==> src/rtl/conv_seq_pkg.sv <==
// Shared types for the conversion sequencer.
package conv_seq_pkg;
    typedef enum logic {
        SEQ_IDLE = 1'b0,
        SEQ_RUN  = 1'b1
    } seq_state_t;
endpackage

==> src/rtl/conv_seq_ctrl.sv <==
// Settling counter and run state.
// Accepts filter strobes only after SETTLE-1 discards following a start or
// a mode change. Assumes start and filt_valid are synchronous single-cycle
// qualifiers.
module conv_seq_ctrl
    import conv_seq_pkg::*;
#(
    parameter int DATA_W = 16,
    parameter int SETTLE = 4
) (
    input  logic              clk,
    input  logic              rst_n,
    input  logic              mode_cont,
    input  logic              start,
    input  logic              filt_valid,
    input  logic [DATA_W-1:0] filt_data,
    output logic              hit,
    output logic              res_valid,
    output logic [DATA_W-1:0] res_data
);
    localparam int CNT_W = (SETTLE > 1) ? $clog2(SETTLE) : 1;
    localparam logic [CNT_W-1:0] LAST = CNT_W'(SETTLE - 1);

    seq_state_t       state;
    logic [CNT_W-1:0] cnt;
    logic             mode_q;
    logic             mode_chg;

    // Detect a mode switch against the previous cycle's mode.
    assign mode_chg = (mode_cont != mode_q);

    // A strobe is accepted when settled and not pre-empted by a restart.
    assign hit = (state == SEQ_RUN) && !start && !mode_chg && filt_valid && (cnt == LAST);

    // Run state, settling count and result register.
    always_ff @(posedge clk) begin
        if (!rst_n) begin
            state     <= SEQ_IDLE;
            cnt       <= '0;
            mode_q    <= 1'b0;
            res_valid <= 1'b0;
            res_data  <= '0;
        end else begin
            mode_q    <= mode_cont;
            res_valid <= hit;
            if (hit) res_data <= filt_data;
            if (start) begin
                state <= SEQ_RUN;
                cnt   <= '0;
            end else if (state == SEQ_RUN) begin
                if (mode_chg) begin
                    cnt <= '0;
                end else if (filt_valid) begin
                    if (cnt == LAST) begin
                        if (!mode_cont) state <= SEQ_IDLE;
                    end else begin
                        cnt <= cnt + 1'b1;
                    end
                end
            end
        end
    end

    // a result always follows a sampled filter strobe.
    a_r1_result_follows_strobe: assert property (@(posedge clk) disable iff (!rst_n)
        res_valid |-> $past(filt_valid));
    // a single-shot result leaves the sequencer idle.
    a_r2_single_goes_idle: assert property (@(posedge clk) disable iff (!rst_n)
        (res_valid && !mode_q) |-> (state == SEQ_IDLE));
    // a start always leaves a running sequencer with a cleared count.
    a_r4_start_restarts: assert property (@(posedge clk) disable iff (!rst_n)
        start |=> (state == SEQ_RUN && cnt == '0));
    // a mode change while running clears the count.
    a_r5_mode_restarts: assert property (@(posedge clk) disable iff (!rst_n)
        (mode_chg && state == SEQ_RUN) |=> (cnt == '0));
endmodule

==> src/rtl/conv_seq_status.sv <==
// Sticky done flag and signal-detect latch. Both are cleared by a status
// read. A set in the same cycle takes priority over the clear.
module conv_seq_status (
    input  logic clk,
    input  logic rst_n,
    input  logic hit,
    input  logic cmp_in,
    input  logic status_rd,
    output logic done,
    output logic det
);
    // Set-dominant sticky flags.
    always_ff @(posedge clk) begin
        if (!rst_n) begin
            done <= 1'b0;
            det  <= 1'b0;
        end else begin
            if (hit)            done <= 1'b1;
            else if (status_rd) done <= 1'b0;
            if (cmp_in)         det  <= 1'b1;
            else if (status_rd) det  <= 1'b0;
        end
    end

    // done holds until read.
    a_r6_done_sticky: assert property (@(posedge clk) disable iff (!rst_n)
        (done && !status_rd) |=> done);
    // a comparator event is latched.
    a_r8_detect_latched: assert property (@(posedge clk) disable iff (!rst_n)
        cmp_in |=> det);
endmodule

==> src/rtl/conv_seq_route.sv <==
// Steers done to the dedicated interrupt or to one general-purpose pin.
// The detect latch always drives the dedicated line. Out-of-range pin
// indices drive no pin.
module conv_seq_route #(
    parameter int NUM_PINS = 8,
    parameter int SEL_W    = 3
) (
    input  logic                done,
    input  logic                det,
    input  logic                route_int,
    input  logic [SEL_W-1:0]    pin_sel,
    output logic                irq,
    output logic [NUM_PINS-1:0] gpio_irq
);
    // Dedicated line: routed done plus signal detect.
    assign irq = (route_int && done) || det;

    // One decoder leg per pin.
    for (genvar p = 0; p < NUM_PINS; p++) begin : g_pin
        assign gpio_irq[p] = done && !route_int && (pin_sel == SEL_W'(p));
    end
endmodule

==> src/rtl/conv_sequencer.sv <==
// Top of the conversion sequencer: control, status and routing, plus the
// comparator threshold passthrough.
module conv_sequencer #(
    parameter int DATA_W   = 16,
    parameter int SETTLE   = 4,
    parameter int NUM_PINS = 8,
    parameter int SEL_W    = (NUM_PINS > 1) ? $clog2(NUM_PINS) : 1
) (
    input  logic                clk,
    input  logic                rst_n,
    input  logic                mode_cont,
    input  logic                start,
    input  logic                filt_valid,
    input  logic [DATA_W-1:0]   filt_data,
    input  logic                status_rd,
    input  logic                route_int,
    input  logic [SEL_W-1:0]    pin_sel,
    input  logic                cmp_in,
    input  logic [2:0]          thr_sel,
    output logic [2:0]          thr_out,
    output logic                res_valid,
    output logic [DATA_W-1:0]   res_data,
    output logic                done,
    output logic                irq,
    output logic [NUM_PINS-1:0] gpio_irq
);
    logic hit;
    logic det;

    // Threshold code goes to the comparator untouched.
    assign thr_out = thr_sel;

    conv_seq_ctrl #(.DATA_W(DATA_W), .SETTLE(SETTLE)) u_ctrl (
        .clk(clk), .rst_n(rst_n), .mode_cont(mode_cont), .start(start),
        .filt_valid(filt_valid), .filt_data(filt_data), .hit(hit),
        .res_valid(res_valid), .res_data(res_data)
    );

    conv_seq_status u_status (
        .clk(clk), .rst_n(rst_n), .hit(hit), .cmp_in(cmp_in),
        .status_rd(status_rd), .done(done), .det(det)
    );

    conv_seq_route #(.NUM_PINS(NUM_PINS), .SEL_W(SEL_W)) u_route (
        .done(done), .det(det), .route_int(route_int), .pin_sel(pin_sel),
        .irq(irq), .gpio_irq(gpio_irq)
    );

    // done only rises with a delivered result.
    a_r6_done_with_result: assert property (@(posedge clk) disable iff (!rst_n)
        $rose(done) |-> res_valid);
    // at most one pin carries done.
    a_r7_one_pin: assert property (@(posedge clk) disable iff (!rst_n)
        $onehot0(gpio_irq));
    // pins stay quiet while done goes to the dedicated line.
    a_r7_int_path_quiet: assert property (@(posedge clk) disable iff (!rst_n)
        route_int |-> (gpio_irq == '0));
    // nothing is flagged right after reset.
    a_r10_reset_quiet: assert property (@(posedge clk)
        !rst_n |=> (!res_valid && !done && gpio_irq == '0));
endmodule

==> config.mk <==
export PLATFORM = sky130hd
export DESIGN_NAME = conv_sequencer
export DESIGN_NICKNAME = d
export VERILOG_FILES = /design/src/rtl/conv_seq_pkg.sv /design/src/rtl/conv_seq_ctrl.sv /design/src/rtl/conv_seq_status.sv /design/src/rtl/conv_seq_route.sv /design/src/rtl/conv_sequencer.sv
export SDC_FILE = /design/constraint.sdc
export NUM_CORES = 1
export LEC_CHECK = 0
export ABC_AREA = 1
export BUFFER_PORTS_ARGS = -buffer_cell sky130_fd_sc_hd__buf_2
export CAP_MARGIN = 30
export CORE_UTILIZATION = 40
export CTS_BUF_LIST = sky130_fd_sc_hd__clkbuf_4 sky130_fd_sc_hd__clkbuf_8
export CTS_CLUSTER_DIAMETER = 80
export DETAILED_ROUTE_END_ITERATION = 12
export HOLD_SLACK_MARGIN = 0.15
export PLACE_DENSITY = 0.72
export SYNTH_ARGS = -nofsm -noshare
export SYNTH_HDL_FRONTEND = slang
export SYNTH_SLANG_ARGS = --single-unit
==> constraint.sdc <==
create_clock -name clk -period 1.5 [get_ports clk]
set_input_delay 0.225 -clock clk [delete_from_list [all_inputs] [get_ports clk]]
set_output_delay 0.225 -clock clk [all_outputs]
set_load 0.05 [all_outputs]
==> results of run 1 <==
cells in the mapped netlist:
master	n	area share [%]
nand2_4	3	3.2
ha_1	1	1.2
a21oi_1	18	8.6
a21boi_0	1	0.71
a21oi_2	1	0.83
buf_4	3	2.1
nand2_1	34	12
inv_2	1	0.36
nand3_1	18	8.6
clkbuf_1	2	0.71
buf_8	1	1.4
buf_6	2	2.1
nand3b_1	1	0.71
a21o_1	1	0.71
dfxtp_1	23	44
nand2_2	1	0.59
nor2_8	1	1.9
nor2_1	15	5.3
o21ai_0	1	0.47
inv_1	13	4.6
worst max-delay path, cell delays in order, from the launching register on:
cell,delay [ns]
dfxtp_2,0.37
inv_2,0.05
nor2_4,0.13
nand2_4,0.12
nor2_4,0.13
buf_8,0.15
final cells by class:
class	instances	area (sq um)	share of cell area [%]
clock buffers	4	30.0	1.99
well taps	30	37.5	2.48
repair buffers	58	375	24.8
flip-flops and latches	23	462	30.5
inverters	14	52.6	3.47
multi-input cells	96	556	36.7
report_power, final:
group          switching, W  total, W  internal, W
logic             0.0000770  0.000126    0.0000486
registers        0.00000554  0.000623     0.000617
clock network      0.000178  0.000300     0.000122
placed cells by master, fill, tap and decap left out:
cell,Yosys,routed
o21ai_0,1,1
nor2_4,0,9
clkbuf_4,0,4
inv_1,13,12
a21o_1,1,1
nand3b_1,1,1
buf_4,3,2
nor2_1,15,6
buf_8,1,4
a21oi_1,18,18
buf_6,2,4
a21oi_2,1,1
nor2_8,1,1
nand2_2,1,1
nand2_1,34,32
a21boi_0,1,1
buf_2,0,45
dlygate4sd3_1,0,3
ha_1,1,1
inv_2,1,2
nand2_4,3,5
dfxtp_1,23,22
nand3_1,18,18
dfxtp_2,0,1
sequential cells by signal (all words and copies together), names as in the netlist:
signal,flops
u_ctrl.cnt,2
u_ctrl.mode_q,1
u_ctrl.res_data,16
u_ctrl.res_valid,1
u_ctrl.state,1
u_status.det,1
u_status.done,1
per-layer routing:
layer / global-route usage (%) / part of all wire [%]
met1: 21.0 / 42
met4: 7.89 / 0.44
met3: 5.17 / 6.5
met5: 0 / 0
met2: 33.1 / 51
final timing paths:
check	from	endpoint	slack, ns	cells after the start
max	u_status.done	gpio_irq[0]	0.02	5
min	filt_data[1]	u_ctrl.res_data[1]	0.17	3
min reg2reg	u_ctrl.res_data[15]	u_ctrl.res_data[15]	0.47	2
max reg2reg	u_ctrl.cnt[0]	u_ctrl.res_data[13]	0.14	6
metrics by stage:
| step | cell area [sq um] | hold slack (ns) | TNS, ns | std cells |
|---|---|---|---|---|
| floorplan | 1110 | 0.318 | 0 | 141 |
| global placement | 1370 | 0.420 | 0 | 218 |
| detailed placement | 1370 | 0.427 | 0 | 218 |
| CTS | 1500 | 0.162 | -0.00219 | 225 |
| global route | 1510 | 0.162 | -0.322 | 225 |
| finish | 1510 | 0.174 | 0 | 225 |
repair_timing:
item,CTS,global route
pin swaps,2,2
setup endpoints to repair,8,8
hold endpoints to repair,2,0
resized for setup,23,4
hold buffers,3,0
logic make-up (layout without fill, tap and decap cells):
| group | after synthesis | in the layout | synth area share, % |
|---|---|---|---|
| AND/OR/NAND/NOR | 73 | 73 | 32.4 |
| adder cells (fa/ha/maj) | 1 | 1 | 1.19 |
| AO/OA/AOI/OAI | 22 | 22 | 11.3 |
| flip-flops | 23 | 23 | 43.7 |
| buffers and inverters | 22 | 76 | 11.4 |
==> metrics.md, run 1 <==
| Metric | Value |
|---|---|
| Post-CTS Setup Inserts | 0 |
| Layout Nets | between 200 and 250 |
| Final setup margin | slightly below 0.02 ns |
| Finish-stage setup viols | 0 |
| Min Tclk post-route | about 1.5 ns |
| Worst Tran Pin Value | between 0.2 and 0.3 ns |
| Worst min-delay path class | in -> reg |
| Die Ht | 53.3 um |
| Die area | between 2000 and 3000 sq um |
| GRT Residual Overflow | 0 |
| Worst EP arrival | ~1.3 ns |
| Residual DRC | 0 |
| Post-DRT Antenna Nets | 0 |
| Buffers on Ports | between 50 and 60 |
| Total Power | ~0.0010 W |
| CP Launch Type | flop |
| Rel. slew slack | 82.9% |
| Max clock buf depth | 2 |
| Initial antenna violation count | 0 |
| Mean post-synth cell area | about 7.5 sq um |
| Critical path class | reg -> out |
| LEAKAGE | about 0.73 nW |
| Max_cap viols | 0 |
| Dpl hpwl | between 1500 and 2000 um |
| Synth Instances | approximately 140 |
| Routed WL | about 2500 um |
| CTS buffer count | 3 |
| Fill count | between 200 and 250 |
| CTS tree | built |
| Period utilization | about 99% |
| Status | finished clean |
| Via count | 1082 |
| Clock-pin transition on the worst setup and hold timing paths | 0.12 ns |
| Hold Fails Final Rpt | 0 |
| CTS root buffer | clkbuf_4 |
| Wire per inst | around 11 um |
| RSZ-0062 raised after global routing | true |
| First-pass DRT Iterations | 4 |
| Crit end category | output pin |
| Clock Skew | approximately 0.0012 ns |
| Largest net degree at the start of global routing | 19 |
| Post-Syn Area | between 1000 and 1500 sq um |
| Vias in the first global route | a little under 1000 |
| Fmax achieved | roughly 0.68 GHz |
| Dpl ws | ~0.12 ns |
| YS warnings | 0 |
| Die width | between 50 and 60 um |
| Clk Latency, worst-skew pair | ~0.30 ns |
| First-pass GRT wire length | between 3000 and 4000 um |
| Max-slew violation count | 0 |
| Utilization after layout | 61.1% |
| Diodes inserted | 0 |
| Clock Sinks | 23 |
| VDD IR max | 0.516 mV |
| Share of cells above drive strength 1 | about 41% |
| Initial DRC count | 23 |
| Core ar. | 2480 sq um |
| Synth unique cells | 20 |
| Floorplan row count | 18 |
| Via/cell ratio | 4.81 |
| IO Pins | 60 |
| Flops & latches, synth | 23 |
| Synth Net Count | about 170 |
| PwrDens | around 690 nW/um^2 |
| Initial core utilization | between 40% and 50% |
| CP Max Fanout | 4 |
| GRT Total Usage | a little under a fifth |
| Seq/Total Area, Yosys | between 40% and 50% |
| Critical Path RT | approximately 1.3 ns |
| Area growth, synth to finish | 43.6% |
| Clock H-tree levels | 1 |
| Routability cong. | about 0.8 |
No activity file was read; power rests on OpenSTA's default activity.
==> run 2, diff against run 1 <==
--- a/config.mk
+++ b/config.mk
@@ -5,7 +5,6 @@
 export SDC_FILE = /design/constraint.sdc
 export NUM_CORES = 1
 export LEC_CHECK = 0
-export ABC_AREA = 1
 export BUFFER_PORTS_ARGS = -buffer_cell sky130_fd_sc_hd__buf_2
 export CAP_MARGIN = 30
 export CORE_UTILIZATION = 40
@@ -13,7 +12,8 @@
 export CTS_CLUSTER_DIAMETER = 80
 export DETAILED_ROUTE_END_ITERATION = 12
 export HOLD_SLACK_MARGIN = 0.15
-export PLACE_DENSITY = 0.72
+export PLACE_DENSITY = 0.71
+export SETUP_SLACK_MARGIN = 0.5
 export SYNTH_ARGS = -nofsm -noshare
 export SYNTH_HDL_FRONTEND = slang
 export SYNTH_SLANG_ARGS = --single-unit
==> metrics.md, run 2 <==
| Metric | Value |
|---|---|
| Status | finished, violations left |
| Failing checks | setup timing |
| P_sw | 0.000312 W (+20%) |
| Clock H-tree levels | 1 (unchanged) |
| Via count | 1242 (+15%) |
| CTS buffer count | 3 (unchanged) |
| Vias in the first global route | 1179 (+21%) |
| Diodes inserted | 0 (unchanged) |
| Largest register FFs | 16 (unchanged) |
| Worst Tran Pin Value | 0.350 ns (+0.0930 ns) |
| Wire per inst | 17.8 um (+60%) |
| Period utilization | 114% (+16 points) |
| Worst EP arrival | 1.49 ns (+0.23 ns) |
| Largest cells by area after synthesis | dfxtp_1 43%, a21boi_1 9.7%, nand3_1 7.4% |
| Mean post-synth cell area | 8.99 sq um (+20%) |
| Clock Sinks | 23 (unchanged) |
| Core ar. | 2520 sq um (+1.8%) |
| Asr flop ratio synth | 0% (unchanged) |
| Die Ht | 53.9 um (+1.1%) |
| LEAKAGE | 0.861 nW (+18%) |
| Highest metal used | met4 |
| Hold Fails Final Rpt | 0 (unchanged) |
| Register area | 492 sq um (+6.5%) |
| Int Pwr | 0.000852 W (+8.2%) |
| Top FF cell, synth | dfxtp_1 |
| PwrDens | 526 nW/um^2 (-24%) |
| Number of synthesized flops with an enable pin | 0 (unchanged) |
| Met3 wire len | 159 um (-1.9%) |
| Layout Nets | 234 (+3.1%) |
| Critical path class | reg -> out |
| VDD IR max | 0.751 mV (+46%) |
| Max clock buf depth | 2 (unchanged) |
| Most frequent cells in the layout | 28 x buf_2, 21 x buf_8, 19 x dfxtp_2 |
| Worst reg2reg endpoint | u_ctrl.res_data[0] |
| Metal2 WL | 2350 um (+85%) |
| Crit end category | output pin |
| Fmax achieved | 0.583 GHz (-14%) |
| Max_cap viols | 0 (unchanged) |
| Clock-pin transition on the worst setup and hold timing paths | 0.12 ns (about the same) |
| Synth Instances | 120 (-15%) |
| Post-DRT Antenna Nets | 0 (unchanged) |
| Synth Net Count | 151 (-12%) |
| Critical Path RT | 1.27 ns (about the same) |
| Initial DRC count | 20 (-13%) |
| Most frequent cell after synthesis | dfxtp_1 |
| Area taken by multi-input logic gates | 787 sq um (+42%) |
| CTS root buffer | clkbuf_4 |
| Commonest cells post-synth | 23 x dfxtp_1, 16 x nand3_1, 14 x a21boi_1 |
| FF-to-FF Start | u_ctrl.cnt[1] |
| Max-slew violation count | 0 (unchanged) |
| Post-Syn Area | 1080 sq um (+2.4%) |
| Buffers on Ports | 53 (unchanged) |
| GRT Residual Overflow | 0 (unchanged) |
| Die width | 53.9 um (+1.1%) |
| Placed cell area | 1460 sq um (+6.8%) |
| Synth unique cells | 34 (+70%) |
| Rel. slew slack | 76.7% (-6.2 points) |
| Clock power share | 26.0% (-2.6 points) |
| First-pass GRT wire length | 5380 um (+38%) |
| Min Tclk post-route | 1.71 ns (+0.234 ns) |
| Initial core utilization | 42.8% (+0.23 points) |
| Fill count | 122 (-46%) |
| Synth top area share | 42.7% (-1.0 points) |
| Regs by FF count | u_ctrl.res_data: 16 flops, u_ctrl.cnt: 2 flops |
| Seq/Total Area, Yosys | 42.7% (-1.0 points) |
| Share of cells above drive strength 1 | 72.8% (+32 points) |
| Seq pwr share | 53.5% (-5.9 points) |
| GRT Total Usage | 26.6% (+7.7 points) |
| Residual DRC | 0 (unchanged) |
| Commonest non-fill, non-tap cell in the layout | buf_2 |
| Share of total power in combinational logic | 20.5% (+8.5 points) |
| Routed WL | 4130 um (+65%) |
| Sw Share | 26.8% (+1.9 points) |
| Reg2reg path depth | 5 (-1) |
| Final setup margin | -0.215 ns (-0.234 ns) |
| CTS tree | built |
| CP Launch Type | flop |
| Clock Skew | 0.00174 ns (+0.000559 ns) |
| Floorplan row count | 18 (unchanged) |
| Min-delay src | filt_data[3] |
| Routability cong. | 0.730 (-9.8%) |
| Worst min-delay path class | in -> reg |
| Finish-stage setup viols | 8 (+8) |
| Hold Path Depth | 3 (unchanged) |
| R2R setup slack | 0.21 ns (+0.07 ns) |
| Min-Delay Endpoint | u_ctrl.res_data[3] |
| Reg with most FFs | u_ctrl.res_data |
| Met1 wire length | 1550 um (+46%) |
| Via/cell ratio | 5.35 (+11%) |
| Die area | 2910 sq um (+2.3%) |
| Clk Latency, worst-skew pair | 0.31 ns (about the same) |
| Dpl hpwl | 1900 um (+0.93%) |
| Utilization after layout | 87.8% (+27 points) |
| Final Instance Area | 2210 sq um (+46%) |
| Initial antenna violation count | 0 (unchanged) |
| Area growth, synth to finish | 105% |
| Synth area leader | dfxtp_1 |
| First-pass DRT Iterations | 4 (unchanged) |
| RSZ-0062 raised after global routing | true |
| YS warnings | 0 (unchanged) |
| Setup TNS | -1.25 ns (-1.25 ns) |
| CP Max Fanout | 4 (unchanged) |
| Largest net degree at the start of global routing | 23 (+4) |
| IO Pins | 60 (unchanged) |
| Flops & latches, synth | 23 (unchanged) |
## run 2: changes by cell type after synthesis, sizes merged, moves of 10 or more
| cell | delta |
|---|---|
| a21oi | -19 |
| inv | -13 |
| o21ai | +15 |
| a21boi | +15 |
| nand2 | -36 |
| nor2 | -10 |
## run 2: power by group through the flow
stage          Clock, W  Sequential [W]  Combinational (W)
6_report       0.000303        0.000623           0.000238
3_5_place_dp          0        0.000636           0.000144
3_3_place_gp          0        0.000636           0.000140
2_1_floorplan         0        0.000635           0.000102
5_1_grt        0.000338        0.000624           0.000250
4_1_cts        0.000308        0.000622           0.000196
## run 2: timing repair
item                                   4_1_cts  5_1_grt
endpoints found under the hold margin       10        4
setup endpoints to repair                   48       48
hold buffers                                10        4
pin swaps                                   36       16
gates resized for setup                    118       18
setup buffers                                6        6
gates cloned                                 2        1
## run 2: kinds of logic after synthesis
logic type | after synthesis | synth area share (%)
adder cells (fa/ha/maj) | 1 | 1.16
AND/OR/NAND/NOR | 42 | 21.2
AO/OA/AOI/OAI | 40 | 25.6
buffers and inverters | 12 | 6.96
flip-flops | 23 | 42.7
XOR/XNOR | 2 | 2.32
## run 2: stage by stage
| step | power, W | cells | setup slack [ns] | hold slack (ns) |
|---|---|---|---|---|
| 6_report | 0.00116 | 232 | -0.215 | 0.162 |
| 3_3_place_gp | 0.000775 | 199 | 0.0709 | 0.437 |
| 2_1_floorplan | 0.000736 | 120 | -0.0696 | 0.349 |
| 5_1_grt | 0.00121 | 232 | -0.279 | 0.141 |
| 4_1_cts | 0.00113 | 221 | -0.215 | 0.155 |
| 3_5_place_dp | 0.000780 | 199 | 0.0425 | 0.445 |
## run 2: how the worst max path moves through the flow
stage | startpoint | endpoint | slack (ns)
finish | u_status.done | gpio_irq[7] | -0.21
global route | u_status.done | gpio_irq[7] | -0.28
CTS | u_status.done | gpio_irq[0] | -0.22
detailed placement | pin_sel[0] | gpio_irq[0] | 0.04
global placement | pin_sel[0] | gpio_irq[0] | 0.07
floorplan | u_status.done | gpio_irq[0] | -0.07
## run 2: final cells by class
class / count / share of cell area, %
timing repair buffer: 89 / 39.0
inverter: 1 / 0.169
sequential: 23 / 22.2
tap: 30 / 1.69
clock buffer: 4 / 1.36
multi-input combinational: 85 / 35.5
## run 2: worst max-delay path, stage by stage (launching register included)
cell and delay, ns:
dfxtp_4 0.37, buf_6 0.09, buf_6 0.09, nand3b_1 0.22, nor2_1 0.23, buf_6 0.18
## run 2: layer usage
layer / track usage, % / vias to the layer above
met5: 0 / -
met4: 10.1 / 0
met3: 5.08 / 10
met2: 51.0 / 40
met1: 28.0 / 597
li1: - / 595
==> run 3, diff against run 2 <==
--- a/config.mk
+++ b/config.mk
@@ -13,7 +13,7 @@
 export DETAILED_ROUTE_END_ITERATION = 12
 export HOLD_SLACK_MARGIN = 0.15
 export PLACE_DENSITY = 0.71
-export SETUP_SLACK_MARGIN = 0.5
+export SETUP_SLACK_MARGIN = 0.02
 export SYNTH_ARGS = -nofsm -noshare
 export SYNTH_HDL_FRONTEND = slang
 export SYNTH_SLANG_ARGS = --single-unit
==> metrics.md, run 3 (synthesis results as in run 2) <==
| Metric | Value |
|---|---|
| Status | finished, violations left |
| Failing checks | setup timing |
| Worst Tran Pin Value | 0.319 ns (-0.0307 ns) |
| Share of cells above drive strength 1 | 46.9% (-26 points) |
| CP Max Fanout | 4 (unchanged) |
| Rel. slew slack | 78.7% (+2.0 points) |
| Post-DRT Antenna Nets | 0 (unchanged) |
| Initial DRC count | 14 (-30%) |
| Clock Sinks | 23 (unchanged) |
| Dpl ws | 0.0528 ns (+0.0103 ns) |
| CP Launch Type | flop |
| Max clock buf depth | 2 (unchanged) |
| Max-slew violation count | 0 (unchanged) |
| Core ar. | 2520 sq um (unchanged) |
| GRT Residual Overflow | 0 (unchanged) |
| Regs by FF count | u_ctrl.res_data: 16 flops, u_ctrl.cnt: 2 flops |
| First-pass DRT Iterations | 4 (unchanged) |
| Worst min-delay path class | in -> reg |
| Total Power | 0.00106 W (-8.6%) |
| Fill count | 226 (+85%) |
| Setup TNS | -0.669 ns (+0.577 ns) |
| Largest register FFs | 16 (unchanged) |
| Worst Setup SP | u_status.done |
| Largest net degree at the start of global routing | 23 (unchanged) |
| Die width | 53.9 um (unchanged) |
| Clock-pin transition on the worst setup and hold timing paths | 0.12 ns (about the same) |
| IO Pins | 60 (unchanged) |
| Via count | 1084 (-13%) |
| Initial core utilization | 42.8% (unchanged) |
| GRT Total Usage | 19.7% (-6.9 points) |
| Finish-stage setup viols | 7 (-1) |
| Critical path class | reg -> out |
| CTS root buffer | clkbuf_4 |
| Reg with most FFs | u_ctrl.res_data |
| First-pass GRT wire length | 4020 um (-25%) |
| Placed cell area | 1400 sq um (-3.8%) |
| Final setup margin | -0.135 ns (+0.0800 ns) |
| RSZ-0062 raised after global routing | true |
| Diodes inserted | 0 (unchanged) |
| Commonest non-fill, non-tap cell in the layout | buf_2 |
| Utilization after layout | 62.7% (-25 points) |
| Dpl hpwl | 1830 um (-3.8%) |
| FF-to-FF Start | u_ctrl.cnt[1] |
| Crit end category | output pin |
| Critical Path RT | 1.27 ns (about the same) |
| Clock H-tree levels | 1 (unchanged) |
| Routability cong. | 0.714 (-2.1%) |
| CTS buffer count | 3 (unchanged) |
| Wire per inst | 13.3 um (-25%) |
| Vias in the first global route | 945 (-20%) |
| Floorplan row count | 18 (unchanged) |
| Min-delay src | filt_data[9] |
| Clock Skew | 0.000759 ns (-0.000985 ns) |
| Clk Latency, worst-skew pair | 0.30 ns (about the same) |
| Initial antenna violation count | 0 (unchanged) |
| Die Ht | 53.9 um (unchanged) |
| VDD IR max | 0.569 mV (-24%) |
| Layout Nets | 211 (-9.8%) |
| Via/cell ratio | 5.19 (-3.1%) |
| Routed WL | 2790 um (-32%) |
| Worst EP arrival | 1.41 ns (-0.08 ns) |
| Min Tclk post-route | 1.63 ns (-0.0800 ns) |
| Final Instance Area | 1580 sq um (-29%) |
| LEAKAGE | 0.683 nW (-21%) |
| Hold Fails Final Rpt | 0 (unchanged) |
| Area growth, synth to finish | 46.6% |
| Fmax achieved | 0.612 GHz (+4.9%) |
| Max_cap viols | 0 (unchanged) |
| Most frequent cells in the layout | 45 x buf_2, 22 x dfxtp_1, 16 x nand3_1 |
| Die area | 2910 sq um (unchanged) |
| Buffers on Ports | 53 (unchanged) |
| CTS tree | built |
| Residual DRC | 0 (unchanged) |
| PwrDens | 673 nW/um^2 (+28%) |
| Period utilization | 109% (-5.3 points) |
## run 3: routing by layer
metal / global-route usage [%] / wire length, um / vias to the layer above
met5: 0 / 0 / -
met4: 7.89 / 19 / 0
met1: 21.5 / 1130 / 506
met2: 37.2 / 1510 / 32
met3: 2.82 / 123 / 2
li1: - / - / 544
## run 3: critical path, cell delays in order (launching register included)
cell,delay [ns]
dfxtp_4,0.37
inv_2,0.03
or3_4,0.39
nor3_4,0.14
buf_6,0.18
## run 3: path summary, 6_finish.rpt
kind	endpoint	slack, ns	cells after the start
min	u_ctrl.res_data[9]	0.15	3
max	gpio_irq[0]	-0.13	4
min reg2reg	u_ctrl.res_data[1]	0.48	2
max reg2reg	u_ctrl.res_data[0]	0.16	5
## run 3: through the flow
stage | hold WS (ns) | instances
3_3_place_gp | 0.436 | 197
5_1_grt | 0.151 | 209
3_5_place_dp | 0.443 | 197
6_report | 0.153 | 209
4_1_cts | 0.150 | 206
2_1_floorplan | 0.349 | 120
## run 3: power breakdown
part / switching, W / total (W) / internal (W)
Clock: 0.000181 / 0.000303 / 0.000122
Sequential: 0.00000671 / 0.000621 / 0.000615
Combinational: 0.0000778 / 0.000140 / 0.0000623
## run 3: final cells by class
| type | instances | area, sq um | area share, % |
|---|---|---|---|
| inverters | 1 | 3.75 | 0.237 |
| flip-flops and latches | 23 | 464 | 29.4 |
| well taps | 30 | 37.5 | 2.37 |
| clock buffers | 4 | 30.0 | 1.90 |
| multi-input cells | 85 | 604 | 38.2 |
| repair buffers | 66 | 442 | 27.9 |
## run 3: what timing repair did
item	in CTS	in global routing
resized for setup	16	7
endpoints found under the setup margin	8	8
hold buffers	3	1
endpoints found under the hold margin	3	1
buffers inserted	2	2
pin swaps	8	5
gates cloned	0	0
